**config.mk**
```make
export PLATFORM = sky130hd
export DESIGN_NAME = cos_mute_ramp
export DESIGN_NICKNAME = d
export VERILOG_FILES = /design/src/rtl/cos_mute_pkg.sv /design/src/rtl/cos_mute_ctrl.sv /design/src/rtl/cos_mute_scale.sv /design/src/rtl/cos_mute_datapath.sv /design/src/rtl/cos_mute_ramp.sv
export SDC_FILE = /design/constraint.sdc
export NUM_CORES = 2
export LEC_CHECK = 0
export BUFFER_PORTS_ARGS = -buffer_cell sky130_fd_sc_hd__buf_2
export CORE_MARGIN = 4
export CORE_UTILIZATION = 57
export CTS_CLUSTER_DIAMETER = 50
export DETAILED_ROUTE_END_ITERATION = 10
export PLACE_DENSITY = 0.77
export SETUP_SLACK_MARGIN = 0.15
export SYNTH_ARGS = -nofsm -noshare
export SYNTH_HDL_FRONTEND = slang
export SYNTH_SLANG_ARGS = --single-unit
```
**constraint.sdc**
```tcl
create_clock -name clk -period 6.9 [get_ports clk]
set_input_delay 0.345 -clock clk [delete_from_list [all_inputs] [get_ports clk]]
set_output_delay 0.345 -clock clk [all_outputs]
set_load 0.01 [all_outputs]
```
**src/rtl/cos_mute_pkg.sv**
```systemverilog
package cos_mute_pkg;

  localparam int GAIN_W   = 16;
  localparam int FRAC_W   = 15;
  localparam int STEPS    = 32;
  localparam int IDX_W    = $clog2(STEPS + 1);
  localparam logic [GAIN_W-1:0] UNITY_GAIN = GAIN_W'(1 << FRAC_W);

  typedef struct packed {
    logic              sampleStb;
    logic [GAIN_W-1:0] gain;
  } ramp_strobe_t;

  // Q1.15 value of 0.5*(1+cos(pi*k/32)); index 32 and above is silence.
  function automatic logic [GAIN_W-1:0] cosGain(input logic [IDX_W-1:0] k);
    logic [GAIN_W-1:0] g;
    case (k)
      6'd0:  g = 16'd32768;
      6'd1:  g = 16'd32689;
      6'd2:  g = 16'd32453;
      6'd3:  g = 16'd32063;
      6'd4:  g = 16'd31521;
      6'd5:  g = 16'd30833;
      6'd6:  g = 16'd30007;
      6'd7:  g = 16'd29049;
      6'd8:  g = 16'd27969;
      6'd9:  g = 16'd26778;
      6'd10: g = 16'd25486;
      6'd11: g = 16'd24107;
      6'd12: g = 16'd22654;
      6'd13: g = 16'd21140;
      6'd14: g = 16'd19580;
      6'd15: g = 16'd17990;
      6'd16: g = 16'd16384;
      6'd17: g = 16'd14778;
      6'd18: g = 16'd13188;
      6'd19: g = 16'd11628;
      6'd20: g = 16'd10114;
      6'd21: g = 16'd8661;
      6'd22: g = 16'd7282;
      6'd23: g = 16'd5990;
      6'd24: g = 16'd4799;
      6'd25: g = 16'd3719;
      6'd26: g = 16'd2761;
      6'd27: g = 16'd1935;
      6'd28: g = 16'd1247;
      6'd29: g = 16'd705;
      6'd30: g = 16'd315;
      6'd31: g = 16'd79;
      default: g = '0;
    endcase
    return g;
  endfunction

endpackage

```
**src/rtl/cos_mute_ctrl.sv**
```systemverilog
module cos_mute_ctrl
  import cos_mute_pkg::*;
#(
  parameter int HOLD_SAMPLES = 32
) (
  input  logic         clk,
  input  logic         rstN,
  input  logic         sampleValid,
  input  logic         mutePin,
  input  logic         muteBit,
  input  logic         regMode,
  output ramp_strobe_t stb,
  output logic         fullyMuted
);

  localparam int CNT_W = (HOLD_SAMPLES > 1) ? $clog2(HOLD_SAMPLES) : 1;
  localparam logic [IDX_W-1:0] ZERO_IDX = IDX_W'(STEPS);
  localparam logic [CNT_W-1:0] LAST_CNT = CNT_W'(HOLD_SAMPLES - 1);

  logic [IDX_W-1:0] stepIdx;
  logic [CNT_W-1:0] holdCnt;
  logic             lastReq;

  logic             muteReq;
  logic             atTarget;
  logic             dirFlip;
  logic [CNT_W-1:0] baseCnt;
  logic             stepDone;

  always_comb begin
    muteReq  = regMode ? muteBit : mutePin;
    atTarget = muteReq ? (stepIdx == ZERO_IDX) : (stepIdx == '0);
    dirFlip  = (muteReq != lastReq);
    baseCnt  = dirFlip ? '0 : holdCnt;
    stepDone = (baseCnt == LAST_CNT);
  end

  always_ff @(posedge clk) begin
    if (!rstN) begin
      stepIdx <= regMode ? ZERO_IDX : '0;
      holdCnt <= '0;
      lastReq <= regMode;
    end else if (sampleValid) begin
      lastReq <= muteReq;
      if (atTarget) begin
        holdCnt <= '0;
      end else if (stepDone) begin
        holdCnt <= '0;
        stepIdx <= muteReq ? stepIdx + IDX_W'(1) : stepIdx - IDX_W'(1);
      end else begin
        holdCnt <= baseCnt + CNT_W'(1);
      end
    end
  end

  always_comb begin
    stb.sampleStb = sampleValid;
    stb.gain      = cosGain(stepIdx);
    fullyMuted    = (stepIdx == ZERO_IDX);
  end

  // no accepted sample, no movement of the ramp
  a_r12_idle_hold: assert property (@(posedge clk) disable iff (!rstN)
    !sampleValid |=> $stable(stepIdx) && $stable(holdCnt));

  // the index never moves by more than one level
  a_r8_single_step: assert property (@(posedge clk) disable iff (!rstN)
    sampleValid |=> (stepIdx == $past(stepIdx)) ||
                    (stepIdx == $past(stepIdx) + IDX_W'(1)) ||
                    (stepIdx == $past(stepIdx) - IDX_W'(1)));

  // a held mute request keeps the zero step
  a_r11_hold_muted: assert property (@(posedge clk) disable iff (!rstN)
    fullyMuted && sampleValid && muteReq |=> fullyMuted);

  // the index stays inside its 33 levels
  a_r6_idx_range: assert property (@(posedge clk) disable iff (!rstN)
    stepIdx <= ZERO_IDX);

endmodule

```
**src/rtl/cos_mute_scale.sv**
```systemverilog
module cos_mute_scale
  import cos_mute_pkg::*;
#(
  parameter int DATA_W = 24
) (
  input  logic                     clk,
  input  logic                     rstN,
  input  logic                     load,
  input  logic [GAIN_W-1:0]        gain,
  input  logic signed [DATA_W-1:0] din,
  output logic signed [DATA_W-1:0] dout
);

  localparam int PROD_W = DATA_W + GAIN_W + 1;
  localparam logic signed [PROD_W-1:0] HALF_LSB = PROD_W'(1) <<< (FRAC_W - 1);

  logic signed [GAIN_W:0]   gainS;
  logic signed [PROD_W-1:0] prod;
  logic signed [PROD_W-1:0] rounded;

  always_comb begin
    gainS   = $signed({1'b0, gain});
    prod    = PROD_W'(din) * PROD_W'(gainS);
    rounded = prod + HALF_LSB;
  end

  always_ff @(posedge clk) begin
    if (!rstN) begin
      dout <= '0;
    end else if (load) begin
      dout <= rounded[FRAC_W +: DATA_W];
    end
  end

  // unity gain passes the sample unchanged
  a_r4_unity_exact: assert property (@(posedge clk) disable iff (!rstN)
    load && (gain == UNITY_GAIN) |=> dout == $past(din));

  // zero gain gives silence
  a_r5_zero_gain: assert property (@(posedge clk) disable iff (!rstN)
    load && (gain == '0) |=> dout == '0);

  // output holds without a new sample
  a_r3_hold_out: assert property (@(posedge clk) disable iff (!rstN)
    !load |=> $stable(dout));

endmodule

```
**src/rtl/cos_mute_datapath.sv**
```systemverilog
module cos_mute_datapath
  import cos_mute_pkg::*;
#(
  parameter int DATA_W   = 24,
  parameter int CHANNELS = 2
) (
  input  logic                     clk,
  input  logic                     rstN,
  input  ramp_strobe_t             stb,
  input  logic signed [DATA_W-1:0] chanIn  [CHANNELS],
  output logic signed [DATA_W-1:0] chanOut [CHANNELS],
  output logic                     outValid
);

  for (genvar c = 0; c < CHANNELS; c++) begin : g_chan
    cos_mute_scale #(
      .DATA_W(DATA_W)
    ) scale_i (
      .clk (clk),
      .rstN(rstN),
      .load(stb.sampleStb),
      .gain(stb.gain),
      .din (chanIn[c]),
      .dout(chanOut[c])
    );
  end

  always_ff @(posedge clk) begin
    if (!rstN) begin
      outValid <= 1'b0;
    end else begin
      outValid <= stb.sampleStb;
    end
  end

  // one output pulse per accepted sample
  a_r3_valid_follow: assert property (@(posedge clk) disable iff (!rstN)
    stb.sampleStb |=> outValid);

endmodule

```
**src/rtl/cos_mute_ramp.sv**
```systemverilog
module cos_mute_ramp
  import cos_mute_pkg::*;
#(
  parameter int DATA_W       = 24,
  parameter int HOLD_SAMPLES = 32
) (
  input  logic                     clk,
  input  logic                     rstN,
  input  logic                     sampleValid,
  input  logic signed [DATA_W-1:0] leftIn,
  input  logic signed [DATA_W-1:0] rightIn,
  input  logic                     mutePin,
  input  logic                     muteBit,
  input  logic                     regMode,
  output logic signed [DATA_W-1:0] leftOut,
  output logic signed [DATA_W-1:0] rightOut,
  output logic                     outValid,
  output logic                     fullyMuted
);

  ramp_strobe_t            stb;
  logic signed [DATA_W-1:0] chanIn  [2];
  logic signed [DATA_W-1:0] chanOut [2];

  assign chanIn[0] = leftIn;
  assign chanIn[1] = rightIn;
  assign leftOut   = chanOut[0];
  assign rightOut  = chanOut[1];

  cos_mute_ctrl #(
    .HOLD_SAMPLES(HOLD_SAMPLES)
  ) ctrl_i (
    .clk        (clk),
    .rstN       (rstN),
    .sampleValid(sampleValid),
    .mutePin    (mutePin),
    .muteBit    (muteBit),
    .regMode    (regMode),
    .stb        (stb),
    .fullyMuted (fullyMuted)
  );

  cos_mute_datapath #(
    .DATA_W  (DATA_W),
    .CHANNELS(2)
  ) dp_i (
    .clk     (clk),
    .rstN    (rstN),
    .stb     (stb),
    .chanIn  (chanIn),
    .chanOut (chanOut),
    .outValid(outValid)
  );

  // register mode with the bit set keeps the outputs silent
  a_r2_reg_silent: assert property (@(posedge clk) disable iff (!rstN)
    regMode && muteBit && fullyMuted && sampleValid |=>
      (leftOut == '0) && (rightOut == '0));

endmodule

```
## Word level (Yosys, flattened, before mapping)

Memories as Yosys holds them, arrays and structs flattened. A register that Yosys moved wholly into a read port is not among the register bits.
Cells that the tools add are included.

- Word-level logic and storage cells: 37
- Input port bits: 54
- Bits in latches: 0
- Memories kept: 1
- Memory bits (writable): 0
- Register bits after elaboration: 61
- Memory bits (read-only): 512
- Output and inout bits: 50

- Equal/unequal tests: 6
- Multipliers: 2
- Shift operators: 0
- $add $sub $neg: 5
- Bitwise logic cells: 0
- Order comparisons: 0
- Div/mod/pow operators: 0
- Reduce and logical (&&, ||, !) cells: 2
- Muxes and demuxes: 15

Memory list:

| memory | depth | width | rd ports | clocked after memory_dff | wr ports | line | source |
|---|---|---|---|---|---|---|---|
| (name not given) | 32 | 16 | 1 | 1 | 0 | cos_mute_pkg.sv:17 | `case (k)` |

Operator list:

| operator | number |
|---|---|
| $add A39 B16 Y39 const B | 2 |
| $mul A24 B17 Y39 | 2 |
| $mux W6 | 6 |
| $mux W5 | 4 |
| $mux W16 | 1 |
| $add A6 B1 Y6 const B | 1 |
| $eq A6 B6 Y1 const B | 1 |
| $logic_not A6 Y1 | 1 |
| $sub A6 B1 Y6 const B | 1 |
| $add A5 B1 Y5 const B | 1 |
| $eq A5 B5 Y1 const B | 1 |
| $mux W1 | 4 |
| $ne A2 B1 Y1 const B | 2 |
| $reduce_and A3 Y1 | 1 |
| $ne A2 B2 Y1 const B | 1 |
| $ne A1 B1 Y1 | 1 |

## Logic depth before layout (Yosys ltp)

- Word-level depth: 9
- Depth in mapped cells: 28
- Depth with buffers taken out: 25

## Modules after synthesis

A second synthesis with hierarchy kept.

- Cells, all modules: 3471
- Area total of the unflattened synthesis: 31218.7 µm²

Modules (own cells, without submodules):

| module | area an instance (µm²) | instances | cells each | sequential area each (µm²) |
|---|---|---|---|---|
| cos_mute_scale at dp_i.g_chan[1].scale_i | 14601.5 | 1 | 1621 | 480.5 |
| cos_mute_scale at dp_i.g_chan[0].scale_i | 14387.5 | 1 | 1596 | 480.5 |
| cos_mute_ctrl | 2203.4 | 1 | 252 | 630.6 |
| cos_mute_datapath | 26.3 | 1 | 2 | 20.0 |

## Least setup slack after synthesis

OpenSTA, ideal clock, no wires.

- Kind: register -> register
- Start point: register ctrl_i.stepIdx[5]
- End point: register dp_i.g_chan[0].scale_i.dout[22]
- Path buffers: 4
- Arrival time: 6.849 ns
- Path slack: -0.074 ns
- Library setup time: 0.126 ns
- Clock period less this slack: 6.974 ns
- Data required time: 6.774 ns
- Stages on the path, launching flop included: 26
- Cells stage by stage: edfxtp_1 > clkbuf_1 > clkbuf_1 > nor2b_1 > clkbuf_1 > clkbuf_1 > nand2_1 > fa_1 > inv_1 > fa_1 > fa_1 > fa_1 > fa_1 > inv_1 > fa_1 > inv_1 > ha_1 > a21o_1 > a21o_1 > a2111oi_4 > nor4_1 > a311o_2 > a221o_2 > a31oi_1 > xor2_1 > o21ai_1

- Word-level cells in the longest chain between the ends: 3

Ends and longest elaborated chain:

| item | line | source |
|---|---|---|
| start, declared | cos_mute_ctrl.sv:20 | `logic [IDX_W-1:0] stepIdx;` |
| start signal, assigned | cos_mute_ctrl.sv:40 | `stepIdx <= regMode ? ZERO_IDX : '0;` |
| start signal, assigned | cos_mute_ctrl.sv:49 | `stepIdx <= muteReq ? stepIdx + IDX_W'(1) : stepIdx - IDX_W'(1);` |
| $mux W16 | cos_mute_pkg.sv:17 |  |
| $mul A24 B17 Y39 | cos_mute_scale.sv:23 | `prod = PROD_W'(din) * PROD_W'(gainS);` |
| $add A39 B16 Y39 | cos_mute_scale.sv:24 | `rounded = prod + HALF_LSB;` |
| end signal, assigned | cos_mute_scale.sv:31 | `dout <= rounded[FRAC_W +: DATA_W];` |
| end, declared | cos_mute_scale.sv:11 | `output logic signed [DATA_W-1:0] dout` |

Every way passes these cells.
A chain may end at the register's enable or synchronous reset.

## Worst setup path in the final report

- Start point: register ctrl_i.stepIdx[5]
- End point: register dp_i.g_chan[1].scale_i.dout[16]

- Word-level cells in the longest chain between the ends: 3

Ends and longest elaborated chain:

| item | line |
|---|---|
| $mux W16 | cos_mute_pkg.sv:17 |
| $mul A24 B17 Y39 | cos_mute_scale.sv:23 |
| $add A39 B16 Y39 | cos_mute_scale.sv:24 |
| end signal, assigned | cos_mute_scale.sv:31 |
| end, declared | cos_mute_scale.sv:11 |

Every way passes these cells.

==> impl_metrics.toml <==
[run_status]
status = "finished, final reports clean"

[cts]
cts_buffers = 9
clockBufferDepth = 2
root_buffer = "clkbuf_16"
clkSinkCount = 77
clkTransAtPathRegs_ps = 80
htree_levels = 3
tritoncts = "done"
hold_buffers = 0
insertion_delay_ps = 410

[yosys]
synth_ff_type = "dfxtp_1"
synth_edf_count = 7
yosysTopAreaCell = "fa_1"
yosys_warnings = 0
netlist_area_um2 = 31000
ys_types = 75
synthTopCellsByCount = "inv_1 (953), fa_1 (729), and2_1 (456)"
synth_async_sr_flop_share = 0
ys_seq_area_frac = 0.0520
synth_area_leaders = "fa_1 (47%), inv_1 (12%), ha_1 (9.7%), and2_1 (9.2%), nand2_1 (4.8%)"
syn_inst = 3492
avgSynthCellArea_um2 = 8.87
ys_seq_elements = 77
synth_top_area_share = 0.471
synth_nets = 4514
yosysMostFrequentCell = "inv_1"

[die]
core_area_um2 = 53800
rows = 85
initial_core_util = 0.576
die_area_um2 = 58100
chipWidth_um = 241
die_h_um = 241
ios = 104

[routing]
wl_um = 77200
drtPass1Iterations = 7
drt_iter0_markers = 1371
vias = 23300
drc = 0
vias_per_cell = 5.42
post_drt_wl_per_cell_um = 17.9
ant_nets = 0

[timing]
rsz0062_at_grt = "yes"
drv_slew = 0
period_share = 1.00
tns_ps = 0
finClkSkew_ps = 26.0
max_slew.worst_pin.slew_ps = 1170
clock.fmax_mhz = 145
period_needed_ps = 6900
finalHoldViolations = 0
relSlewSlack = 0.204
setup_viol = 0

[critical_path]
path_max_fanout = 7
startpoint_type = "flip-flop"
worstPathRequired_ps = 7190
worstReg2RegEnd = "dp_i.g_chan[1].scale_i.dout[16]"
r2r_cells = 26
cp.arrival_ps = 7180
worstSetupEndpointType = "flip-flop"
worstReg2RegStart = "ctrl_i.stepIdx[5]"
timing_worst_setup_path_type = "reg -> reg"
rrSetupSlack_ps = 2

[global_routing]
grt_usage = 0.273
grt_overflow = 0
grt_max_degree = 40
grt_pass1_wl_um = 124000
top_usage_layer = "met2"
grtUsageMet3 = 0.0384
grt_pass1_vias = 25000
grtUsageMet2 = 0.470
grt_antenna_before_repair = 3
met1_usage = 0.337

[cells_and_area]
fin_area_um2 = 34500
layout.area.seq_um2 = 1610
nNetsFinal = 4623
fillerInstances = 4387
instances_no_fill = 4303
syn2layout_area_growth_pct = 11.3
multi_input_area_um2 = 25900
drive_gt1_frac = 0.114
utilization = 0.641

[placement]
dp_hpwl_um = 59400
finalWeightedCongestion = 0.894
portBuffers = 103
dp.cells = 4246
postPlaceCellArea_um2 = 32900

[min_path]
holdPathEnd = "ctrl_i.stepIdx[5]"
hold_class = "in -> reg"
min_path_cells = 3
hp-start = "regMode"

[flow_run]
drv_cap = 0
[cell usage in the layout (no fill, tap or decap), types with 5 or more instances in the layout]
| master | instances |
|---|---|
| nand3_1 | 18 |
| mux2i_1 | 12 |
| ha_1 | 218 |
| dfxtp_1 | 70 |
| o21ai_0 | 29 |
| a31oi_1 | 10 |
| buf_12 | 26 |
| fa_2 | 18 |
| nand2b_1 | 6 |
| xnor2_1 | 44 |
| nand2_1 | 395 |
| ha_4 | 18 |
| edfxtp_1 | 7 |
| and2_4 | 7 |
| inv_2 | 9 |
| nor2b_1 | 19 |
| a221o_1 | 5 |
| buf_6 | 19 |
| and2_1 | 449 |
| o211ai_1 | 9 |
| a31oi_4 | 5 |
| buf_4 | 94 |
| nand4_1 | 7 |
| nand3b_1 | 5 |
| a21oi_2 | 14 |
| a21boi_0 | 5 |
| nor2_1 | 33 |
| o21ai_1 | 22 |
| a21oi_1 | 52 |
| nor3_1 | 11 |
| o31ai_1 | 5 |
| inv_1 | 946 |
| clkbuf_16 | 11 |
| fa_1 | 711 |
| a22o_1 | 5 |
| nor2b_4 | 13 |
| a21o_1 | 24 |
| buf_2 | 103 |
| xor2_1 | 27 |
[stage by stage]
stage                     setup WS (ps)  hold WS, ps
after detailed placement           -257          439
after global routing               -235          369
after global placement             -226          430
final                              1.87          354
after CTS                          24.1          336
after floorplan                     148          433
[critical path, stage by stage, from the launching register on]
cell and delay, ps:
edfxtp_1 430, buf_6 150, buf_12 140, nor2b_4 210, buf_12 160, buf_6 130
nand2_1 80, fa_1 550, inv_1 50, fa_1 510, fa_1 470, fa_1 500
fa_1 510, inv_1 50, fa_1 470, inv_1 40, ha_1 280, buf_4 150
a21oi_1 180, o21ai_2 80, or2_4 250, a211oi_4 260, or3_4 210, a211oi_4 80
o211a_1 260, or3_1 310, a32o_1 250
[layout make-up]
type,count,area share
Inverter,956,0.104
Timing Repair Buffer,253,0.0640
Tap cell,696,0.0253
Clock buffer,9,0.00653
Sequential cell,77,0.0467
Multi-Input combinational cell,2304,0.751
Clock inverter,7,0.00189
Antenna cell,1,0.0000726
[kinds of logic (layout without fill, tap and decap cells)]
group / count (synthesis) / in the layout / share of synthesized area
multiplexers: 15 / 15 / 0.00513
AO/OA/AOI/OAI: 237 / 237 / 0.0503
flip-flops: 77 / 77 / 0.0520
other: 0 / 1 / 0
adder cells (fa/ha/maj): 968 / 968 / 0.568
XOR/XNOR: 73 / 73 / 0.0206
AND/OR/NAND/NOR: 1011 / 1011 / 0.169
buffers and inverters: 1111 / 1225 / 0.135
[metal layers]
metal	wire length [um]	vias up
met2	39100	842
met3	4560	269
met4	4740	4
li1	-	10300
met1	28800	11900
met5	21	-
[worst max path at each step]
stage	start	end	slack, ps	cells after the start
after floorplan	ctrl_i.stepIdx[5]	dp_i.g_chan[0].scale_i.dout[22]	150	24
after global placement	ctrl_i.stepIdx[5]	dp_i.g_chan[1].scale_i.dout[23]	-230	24
after detailed placement	ctrl_i.stepIdx[5]	dp_i.g_chan[1].scale_i.dout[23]	-260	24
after CTS	ctrl_i.stepIdx[5]	dp_i.g_chan[1].scale_i.dout[23]	20	26
after global routing	ctrl_i.stepIdx[5]	dp_i.g_chan[1].scale_i.dout[23]	-230	28
final	ctrl_i.stepIdx[5]	dp_i.g_chan[1].scale_i.dout[16]	2	26
[what timing repair did]
action	in CTS	in global routing
endpoints found under the setup margin	14	30
buffers inserted	18	14
gates cloned	6	2
pin swaps	10	69
endpoints found under the hold margin	0	0
gates resized for setup	42	127
Power is left out: the tool's default activity adds up to more than one toggle a clock period on the data nets, which glitch-free logic cannot reach.
